[src/rtl/drv_sup_pkg.sv]
package drv_sup_pkg;

  typedef enum logic [2:0] {
    ST_OFF   = 3'd0,  // supply low: everything stopped, logic held reset
    ST_SLEEP = 3'd1,  // sleeping: clocks stopped, inputs masked
    ST_HOLD  = 3'd2,  // reset request: indexer home, bridges off
    ST_IDLE  = 3'd3,  // disabled or faulted: bridges off
    ST_RUN   = 3'd4   // bridges on
  } sup_state_e;

  // Priority order of the supervisor: supply, sleep, reset, fault/enable.
  function automatic sup_state_e pick_state(input logic uvlo, input logic sleep_n,
                                            input logic rst_n, input logic fault,
                                            input logic en_n);
    if (uvlo)              return ST_OFF;
    else if (!sleep_n)     return ST_SLEEP;
    else if (!rst_n)       return ST_HOLD;
    else if (fault || en_n) return ST_IDLE;
    else                   return ST_RUN;
  endfunction

  // Saturating down-count used by the wake timer.
  function automatic logic [31:0] sat_dec(input logic [31:0] v);
    return (v == 32'd0) ? 32'd0 : v - 32'd1;
  endfunction

endpackage

[src/rtl/drv_ocp_qual.sv]
module drv_ocp_qual #(
  parameter int NSW      = 4,
  parameter int OCP_QUAL = 16
) (
  input  logic           clk,
  input  logic           por_n,
  input  logic           awake,
  input  logic           clr,
  input  logic [NSW-1:0] evt,
  output logic           latched
);
  localparam int CW = $clog2(OCP_QUAL + 1);
  localparam logic [CW-1:0] LAST = CW'(OCP_QUAL - 1);

  logic          evt_any;
  logic [CW-1:0] cnt;

  assign evt_any = |evt;

  always_ff @(posedge clk or negedge por_n) begin
    if (!por_n) begin
      cnt     <= '0;
      latched <= 1'b0;
    end else if (clr) begin
      cnt     <= '0;
      latched <= 1'b0;
    end else if (!awake || !evt_any || latched) begin
      cnt <= '0;
    end else if (cnt == LAST) begin
      cnt     <= '0;
      latched <= 1'b1;
    end else begin
      cnt <= cnt + 1'b1;
    end
  end

  // a latched shutdown stays until a clear arrives
  p_latch_holds_r6: assert property (@(posedge clk) disable iff (!por_n)
    latched && !clr |=> latched);

  // the latch only sets at the end of a full qualification run
  p_no_early_latch_r5: assert property (@(posedge clk) disable iff (!por_n)
    $rose(latched) |-> $past(evt_any) && $past(cnt) == LAST);

  // a clear request empties the latch on the next edge
  p_clear_empties_r8: assert property (@(posedge clk) disable iff (!por_n)
    clr |=> !latched);

endmodule

[src/rtl/drv_wake_timer.sv]
module drv_wake_timer #(
  parameter int WAKE_CYC = 1000
) (
  input  logic clk,
  input  logic por_n,
  input  logic sleeping,
  output logic done
);
  import drv_sup_pkg::*;

  localparam int TW = $clog2(WAKE_CYC + 1);
  localparam logic [TW-1:0] LOAD = TW'(WAKE_CYC);

  logic [TW-1:0] remain;
  logic [31:0]   remain_next;

  assign remain_next = sat_dec(32'(remain));
  assign done = (remain == '0) && !sleeping;

  always_ff @(posedge clk or negedge por_n) begin
    if (!por_n)        remain <= '0;
    else if (sleeping) remain <= LOAD;
    else               remain <= remain_next[TW-1:0];
  end

  // no completion in the cycle that follows a sleep cycle
  p_not_done_after_sleep_r4: assert property (@(posedge clk) disable iff (!por_n)
    sleeping |=> !done);

endmodule

[src/rtl/drv_supervisor.sv]
module drv_supervisor #(
  parameter int NSW      = 4,
  parameter int OCP_QUAL = 16,
  parameter int WAKE_CYC = 1000
) (
  input  logic           clk,
  input  logic           por_n,
  input  logic           rst_req_n,
  input  logic           en_n,
  input  logic           sleep_n,
  input  logic [NSW-1:0] ocp_evt,
  input  logic           otemp_evt,
  input  logic           uvlo_evt,
  output logic           bridge_en,
  output logic           idx_rst,
  output logic           step_ok,
  output logic           clk_run,
  output logic           fault_n
);
  import drv_sup_pkg::*;

  // named internal events
  logic       logic_clr;
  logic       ocp_latched;
  logic       otemp_live;
  logic       fault_any;
  logic       wake_done;
  sup_state_e state;

  assign logic_clr  = uvlo_evt || (sleep_n && !rst_req_n);
  assign otemp_live = otemp_evt && sleep_n;
  assign fault_any  = ocp_latched || otemp_live;

  drv_ocp_qual #(.NSW(NSW), .OCP_QUAL(OCP_QUAL)) ocp_i (
    .clk(clk), .por_n(por_n), .awake(sleep_n && !uvlo_evt),
    .clr(logic_clr), .evt(ocp_evt), .latched(ocp_latched)
  );

  drv_wake_timer #(.WAKE_CYC(WAKE_CYC)) wake_i (
    .clk(clk), .por_n(por_n), .sleeping(!sleep_n), .done(wake_done)
  );

  assign state     = pick_state(uvlo_evt, sleep_n, rst_req_n, fault_any, en_n);
  assign bridge_en = (state == ST_RUN);
  assign step_ok   = (state == ST_RUN) && wake_done;
  assign idx_rst   = (state == ST_OFF) || (state == ST_HOLD);
  assign clk_run   = (state != ST_OFF) && (state != ST_SLEEP);
  assign fault_n   = !fault_any;

  // reset request keeps the bridges off and the indexer at home
  p_reset_holds_r1: assert property (@(posedge clk) disable iff (!por_n)
    !rst_req_n && sleep_n && !uvlo_evt |-> !bridge_en && !step_ok && idx_rst);

  // sleeping stops clocks and bridges
  p_sleep_quiet_r3: assert property (@(posedge clk) disable iff (!por_n)
    !sleep_n |-> !clk_run && !bridge_en && !step_ok);

  // steps are refused in the first cycle after wake-up
  p_wake_blocks_r4: assert property (@(posedge clk) disable iff (!por_n)
    $rose(sleep_n) |-> !step_ok);

  // an awake over-temperature shows on the fault pin
  p_otemp_flag_r7: assert property (@(posedge clk) disable iff (!por_n)
    otemp_evt && sleep_n |-> !fault_n && !bridge_en);

  // undervoltage stops everything
  p_uvlo_stop_r8: assert property (@(posedge clk) disable iff (!por_n)
    uvlo_evt |-> !clk_run && !bridge_en && idx_rst);

  // bridge may only run when enabled and free of faults
  p_run_needs_clean_r2: assert property (@(posedge clk) disable iff (!por_n)
    bridge_en |-> !en_n && fault_n);

endmodule

[config.mk]
export PLATFORM = sky130hd
export DESIGN_NAME = drv_supervisor
export DESIGN_NICKNAME = d
export VERILOG_FILES = /design/src/rtl/drv_sup_pkg.sv /design/src/rtl/drv_ocp_qual.sv /design/src/rtl/drv_wake_timer.sv /design/src/rtl/drv_supervisor.sv
export SDC_FILE = /design/constraint.sdc
export NUM_CORES = 1
export LEC_CHECK = 0
export ABC_AREA = 0
export BUFFER_PORTS_ARGS = -buffer_cell sky130_fd_sc_hd__buf_2
export CAP_MARGIN = 30
export CORE_UTILIZATION = 34
export CTS_CLUSTER_DIAMETER = 100
export CTS_CLUSTER_SIZE = 10
export DETAILED_ROUTE_END_ITERATION = 10
export HOLD_SLACK_MARGIN = 0.03
export SLEW_MARGIN = 15
export SYNTH_ARGS = -nofsm -noshare
export SYNTH_HDL_FRONTEND = slang
export SYNTH_SLANG_ARGS = --single-unit
[constraint.sdc]
create_clock -name clk -period 2.1 [get_ports clk]
set_input_delay 0.21 -clock clk [delete_from_list [all_inputs] [get_ports clk]]
set_output_delay 0.21 -clock clk [all_outputs]
set_load 0.005 [all_outputs]
# == Yosys cells after proc, flatten, opt, wreduce, memory -nomap -nowiden ==
# Index checks and enable logic that the tools add are counted.
# totals
word_cells,45
ff_bits,16
output_inout_bits,5
# classes
n_addsub,2
eq_ne,5
reduce_logical,23
n_mux,12
# ops
operator,n
2-to-1 mux 10 bit,2
2-to-1 mux 5 bit,3
2-to-1 mux 3 bit,4
zero test 10 bit,1
"subtractor 10 x 1 -> 10 bit, second input constant",1
logical AND 1 bit,6
logical OR 1 bit,6
"adder 5 x 1 -> 5 bit, second input constant",1
"== test 5 x 4 -> 1 bit, second input constant",1
zero test 1 bit,5
OR reduction 4 bit,1
"== test 3 x 2 -> 1 bit, second input constant",1
"== test 3 bit, second input constant",1
zero test 3 bit,1
2-to-1 mux 1 bit,3
"inequality test 3 x 1 -> 1 bit, second input constant",1
nonzero test 3 bit,1
"inequality test 2 bit, second input constant",1
AND reduction 2 bit,1
nonzero test 2 bit,1

# == Depth between registers and ports, before layout ==
# Gate-level depths: netlist (run 1).
# depth
depth_word,9
depth_mapped,6
ltp_nobuf,5

# == Cells and area by module ==
# A second synthesis (run 1) with hierarchy kept.
# unflattened
hier_cells,85
area_unflattened_um2,864.6
# modules_own_cells
module,cells_per_inst,instances,area_each_um2,seq_area_each_um2
drv_wake_timer,50,1,524.3,250.2
drv_ocp_qual,26,1,275.3,150.1
drv_supervisor,9,1,65.1,0.0

# == Worst setup path before layout (run 1) ==
# OpenSTA, ideal clock, no wires.
# synth_timing
path_type,register to register
startpoint,reg wake_i.remain[0]
endpoint,reg wake_i.remain[6]
path_buffers,1
slack_ns,0.234
setup_time_ns,0.069
path_stages_with_launch,7
arrival_time_ns,1.797
cell_sequence,dfrtp_1 > inv_1 > ha_1 > or4b_1 > clkbuf_2 > or4_1 > nand3_1
# synth_via
elab_chain_cells,3
# synth_rtl
element,line,text
from (decl),drv_wake_timer.sv:14,logic [TW-1:0] remain;
from (signal assigned),drv_wake_timer.sv:23,else remain <= remain_next[TW-1:0];
subtractor 10 x 1 -> 10 bit / zero test 10 bit (equally long branches),drv_sup_pkg.sv:24,return (v == 32'd0) ? 32'd0 : v - 32'd1;
2-to-1 mux 10 bit (*),drv_sup_pkg.sv:24,
2-to-1 mux 10 bit (*),drv_wake_timer.sv:22,else if (sleeping) remain <= LOAD;
# Mark *: on every way between the ends. The rest lies on a longest branch, timed or not.
# A chain may end at the register's enable or synchronous reset.

# == Worst setup path after layout (run 1) ==
# layout_timing
startpoint,reg wake_i.remain[1]
endpoint,reg wake_i.remain[6]
# Same word-level chain as after synthesis.

==> flow_metrics.env, run 1 <==
export IMPL_cts_buffer_depth=2
export IMPL_grt_max_degree=17
export IMPL_vias=738
export IMPL_grt_setup_unrepaired="no"
export IMPL_cpMaxStageDelayCell="or4b_1"
export IMPL_power_density_mw_per_mm2=651
export IMPL_maxSlewHeadroom=0.735
export IMPL_status="finished, final reports clean"
export IMPL_p_leak_nw=0.416
export IMPL_die_area_mm2=0.00269
export IMPL_mostFrequentLayoutCell="dfrtp_1"
export IMPL_grt_pass1_vias=671
export IMPL_fin_crit_sh=0.946
export IMPL_finalPower_mw=0.660
export IMPL_worst_path_buf_inv=1
export IMPL_syn_nets=102
export IMPL_dp_hpwl_um=1300
export IMPL_timing_fmax_mhz=503
export IMPL_yosys_area_top_type="dfrtp_1"
export IMPL_ys_top_cells_by_area="dfrtp_1, nor3_1, nor2_1, o31ai_1, or4_1"
export IMPL_stdcell_area_mm2=0.00101
export IMPL_holdCritPathClass="in2reg"
export IMPL_ant_nets=0
export IMPL_fp_dieW_um=51.8
export IMPL_ys_async_sr_fraction=1.00
export IMPL_post_dp_cell_area_um2=961
export IMPL_finalSetupTns_ns=0
export IMPL_synth_cell_types=31
export IMPL_path_clk_slew_ns=0.10
export IMPL_vias_per_cell=5.39
export IMPL_cts_root_buf="clkbuf_4"
export IMPL_layout_min_cycle_time_ns=1.99
export IMPL_grt_usage=0.150
export IMPL_die_h_um=51.8
export IMPL_path_max_fanout=8
export IMPL_area_growth_syn_to_layout_pct=20.0
export IMPL_drt_iter0_drc=13
export IMPL_nets=123
export IMPL_io_pins=16
export IMPL_hold_viol_final=0
export IMPL_endpoint_kind="register"
export IMPL_antenna_found_initial=0
export IMPL_final_cell_mix="dfrtp_1, buf_2, nor3_1"
export IMPL_grt_ovfl_total=0
export IMPL_initial_core_util=0.371
export IMPL_cp_top_family="simple AND/OR/NAND/NOR gates"
export IMPL_skew_ns=0.00491
export IMPL_htree_levels=1
export IMPL_synth_seq_cells=16
export IMPL_final_max_slew_viol_count=0
export IMPL_clock_sinks=16
export IMPL_drive_above_1_share=0.229
export IMPL_antenna_cells=0
export IMPL_numCtsBuffers=3
export IMPL_coreArea_mm2=0.00228
export IMPL_grt_pass1_wl_um=2950
export IMPL_maxCapViolCount=0
export IMPL_tightest_slew_ns=0.394
export IMPL_whs_ns=0.199
export IMPL_postCtsSetupBuffers=0
export IMPL_ys_flop_type="dfrtp_1"
export IMPL_cp_required_ns=2.33
export IMPL_yosysTopAreaCellShare=0.474
export IMPL_tritoncts="built"
export IMPL_syn_area_um2=845
export IMPL_drc_errors=0
export IMPL_setup_violations=0
export IMPL_io_buffers=15
export IMPL_wl_um=1720
export IMPL_critPathLaunchType="register"
export IMPL_arrival_ns=2.22
export IMPL_drt_pass1_iterations=4
export IMPL_syn_avg_cell_area_um2=9.49
export IMPL_vdd_drop_max_mv=0.373
export IMPL_fillers=199
export IMPL_ys_seq_area_frac=0.474
export IMPL_cp_slowest_stage_delay_ns=0.59
export IMPL_wire_per_inst_um=12.5
export IMPL_gp_congestion=0.843
export IMPL_register_area_um2=400
export IMPL_synth_edf_count=0
export IMPL_clk_latency_ns=0.29
export IMPL_critical_path_class="reg2reg"
export IMPL_yosys_warnings=0
export IMPL_syn_inst=89
export IMPL_multi_input_area_um2=419
export IMPL_crit_chain="inv_1 -> ha_1 -> or4b_1 -> or4_1 -> nand3_1"
export IMPL_core_rowCount=17
## worst paths after layout
check | start | to | slack (ns) | depth (start not counted)
worst max-delay path | wake_i.remain[1]$_DFF_PN0_ | wake_i.remain[6]$_DFF_PN0_ | 0.11 | 5
worst min-delay path | uvlo_evt | ocp_i.latched$_DFFE_PN0P_ | 0.20 | 3
worst max register to register | wake_i.remain[1]$_DFF_PN0_ | wake_i.remain[6]$_DFF_PN0_ | 0.11 | 5
worst min register to register | ocp_i.cnt[0]$_DFF_PN0_ | ocp_i.cnt[0]$_DFF_PN0_ | 0.48 | 1
max in group asynchronous | por_n | wake_i.remain[7]$_DFF_PN0_ | 1.49 | 2
min in group asynchronous | por_n | wake_i.remain[0]$_DFF_PN0_ | 0.35 | 2
## stage by stage
step | cells | worst slack (ns) | utilization
floorplan | 89 | 0.234 | -
global placement | 132 | 0.194 | 0.422
detailed placement | 132 | 0.137 | 0.422
CTS | 137 | 0.0979 | 0.443
global route | 137 | 0.0144 | 0.445
finish | 137 | 0.113 | 0.445
## state kept, by name, indices dropped and copies added, names as in the netlist
name and cells:
wake_i.remain 10, ocp_i.cnt 5, ocp_i.latched 1
## cell usage after synthesis (all sizes together), types with 2 or more instances
cell type	count
nand3	4
nor3	10
or4	4
inv	6
and4b	2
o21ai	2
dfrtp	16
nor2	8
or3	2
ha	2
xnor2	3
a21oi	3
clkbuf	2
o31ai	4
a21o	2
nand2	5
nor4	3
## kinds of logic after synthesis
logic type	synth area share
AOI/OAI and AO/OA	0.142
xor gates and xnor gates	0.0415
adders and majority gates	0.0296
buffers and inverters	0.0370
DFF	0.474
and+or+nand+nor	0.276
## final cells by class
class / count / area share
Multi-Input combinational cell: 65 / 0.414
Sequential cell: 16 / 0.395
Timing Repair Buffer: 18 / 0.0988
Clock buffer: 4 / 0.0358
Tap cell: 28 / 0.0346
Inverter: 6 / 0.0222
## routing by layer
metal	GRT usage	wire [um]
met3	0.0526	58
met1	0.183	791
met2	0.241	859
met5	0	0
met4	0.0541	7
## report_power, final
part	switching, mW	internal (mW)
Clock	0.102	0.106
Sequential	0.0206	0.325
Combinational	0.0590	0.0480
Total	0.182	0.478
## tightest hold or removal path, stage by stage
cell    delay, ns
buf_2        0.10
a21o_1       0.10
nor2_1       0.05
## repair_timing
action | in CTS | in global routing
setup endpoints to repair | 0 | 1
hold buffers | 1 | 0
gates resized for setup | 0 | 1
endpoints found under the hold margin | 16 | 0
Note: power is estimated with default switching activity, not from simulation.
==> run 2: changes to the inputs <==
- PLACE_DENSITY: default -> 0.58
==> run 2 against run 1 <==
Sequential power hardly changed. Die area stayed put. Routed wire length is 4.0% higher. Via count is 0.81% lower. Design area is 0.49% lower. Clock-buffer cell count stayed put. Combinational power hardly changed. Clock skew is 0.00068 ns higher. Sequential share of layout area is 0.20 points higher. Critical path type is now reg2out.
==> flow_metrics.env, run 2 (synthesis gave the netlist of run 1 again) <==
export IMPL_finalSetupTns_ns=0
export IMPL_grt_pass1_vias=706
export IMPL_largest_reg_flops=10
export IMPL_gp_congestion=0.885
export IMPL_antenna_cells=0
export IMPL_power_density_mw_per_mm2=653
export IMPL_final_cell_mix="dfrtp_1, buf_2, nor3_1"
export IMPL_maxSlewHeadroom=0.755
export IMPL_grt_ovfl_total=0
export IMPL_wire_per_inst_um=13.1
export IMPL_p_clk_frac=0.312
export IMPL_vias=732
export IMPL_grt_pass1_wl_um=3060
export IMPL_ant_nets=0
export IMPL_dr_wl_met2_um=913
export IMPL_cp_required_ns=1.89
export IMPL_nets=122
export IMPL_wl_um=1780
export IMPL_postCtsSetupBuffers=0
export IMPL_skew_ns=0.00558
export IMPL_io_pins=16
export IMPL_fin_crit_sh=0.938
export IMPL_vdd_drop_max_mv=0.467
export IMPL_numCtsBuffers=3
export IMPL_p_switching_mw=0.180
export IMPL_intPower_mw=0.478
export IMPL_p_leak_nw=0.415
export IMPL_antenna_found_initial=0
export IMPL_io_buffers=15
export IMPL_initial_core_util=0.371
export IMPL_hold_path_depth=3
export IMPL_timing_fmax_mhz=508
export IMPL_grt_setup_unrepaired="no"
export IMPL_final_max_slew_viol_count=0
export IMPL_holdCritPathClass="in2reg"
export IMPL_die_area_mm2=0.00269
export IMPL_p_comb_frac=0.159
export IMPL_post_place_ws_ns=0.117
export IMPL_critPathLaunchType="register"
export IMPL_drc_errors=0
export IMPL_timing_reg2reg_worst_path_depth=5
export IMPL_die_h_um=51.8
export IMPL_sequentialPowerShare=0.529
export IMPL_grt_max_degree=17
export IMPL_endpoint_kind="output port"
export IMPL_grt_usage=0.159
export IMPL_setup_violations=0
export IMPL_mostFrequentLayoutCell="dfrtp_1"
export IMPL_maxCapViolCount=0
export IMPL_tritoncts="built"
export IMPL_critical_path_class="reg2out"
export IMPL_path_clk_slew_ns=0.09
export IMPL_drt_pass1_iterations=4
export IMPL_drt_iter0_drc=6
export IMPL_status="finished, final reports clean"
export IMPL_largestRegisters="wake_i.remain x10, ocp_i.cnt x5, ocp_i.latched x1"
export IMPL_clk_latency_ns=0.29
export IMPL_top_layer_used="met4"
export IMPL_dp_hpwl_um=1290
export IMPL_layout_min_cycle_time_ns=1.97
export IMPL_coreArea_mm2=0.00228
export IMPL_cts_root_buf="clkbuf_4"
export IMPL_drive_above_1_share=0.231
export IMPL_core_rowCount=17
export IMPL_cts_buffer_depth=2
export IMPL_path_max_fanout=6
export IMPL_htree_levels=1
export IMPL_fp_dieW_um=51.8
export IMPL_wl_met1_um=800
export IMPL_hold_viol_final=0
export IMPL_switching_share=0.274
export IMPL_layout_setup_ws_ns=0.130
export IMPL_tightest_slew_ns=0.367
export IMPL_area_growth_syn_to_layout_pct=19.4
export IMPL_vias_per_cell=5.38
export IMPL_regMostFlops="wake_i.remain"
export IMPL_met3_length_um=46
export IMPL_arrival_ns=1.76
export IMPL_clock_sinks=16
## run 2: changes by cell type in the layout (fill, tap and decap cells not counted), sizes merged
cell | before | now
buf | 17 | 16
## run 2: worst paths after layout
check	startpoint	end	slack (ns)
worst max register to register	wake_i.remain[1]$_DFF_PN0_	wake_i.remain[6]$_DFF_PN0_	0.17
worst max-delay path	wake_i.remain[2]$_DFF_PN0_	step_ok	0.13
max in group asynchronous	por_n	ocp_i.cnt[2]$_DFF_PN0_	1.48
worst min register to register	ocp_i.cnt[0]$_DFF_PN0_	ocp_i.cnt[0]$_DFF_PN0_	0.47
min in group asynchronous	por_n	wake_i.remain[4]$_DFF_PN0_	0.35
worst min-delay path	uvlo_evt	ocp_i.latched$_DFFE_PN0P_	0.20
## run 2: stage by stage
stage                util  total power, mW  hold WS [ns]  area, um2  cells
finish              0.443            0.658         0.198       1010    136
global route        0.443            0.700         0.202       1010    136
CTS                 0.439            0.661         0.180       1000    136
detailed placement  0.419            0.454         0.148        953    131
global placement    0.419            0.453         0.144        953    131
floorplan               -            0.415       -0.0856        845     89
## run 2: layer usage
metal / GRT usage / vias up
li1: - / 372
met1: 0.189 / 346
met2: 0.259 / 10
met3: 0.0614 / 4
met4: 0.0541 / 0
met5: 0 / -
## run 2: cell type report
class,instances,area (um2)
fill,228,1270
multi-input combinational,65,422
sequential,16,400
timing repair buffer,17,92.6
clock buffer,4,36.3
tap,28,35.0
inverter,6,22.5
## run 2: power by group through the flow
stage | logic [mW] | clock network [mW] | registers, mW
final | 0.105 | 0.205 | 0.348
after global routing | 0.119 | 0.230 | 0.352
after CTS | 0.103 | 0.211 | 0.347
after detailed placement | 0.101 | 0 | 0.353
after global placement | 0.0997 | 0 | 0.353
after floorplan | 0.0666 | 0 | 0.349
## run 2: repair_timing
action	CTS	global route
gates resized for setup	0	2
hold buffers	1	0
endpoints found under the hold margin	16	0
setup endpoints to repair	0	3
## run 2: worst max-delay path, stage by stage (launching register included)
cell     delay [ns]
dfrtp_1        0.45
or3_2          0.57
nor4b_1        0.30
buf_2          0.16
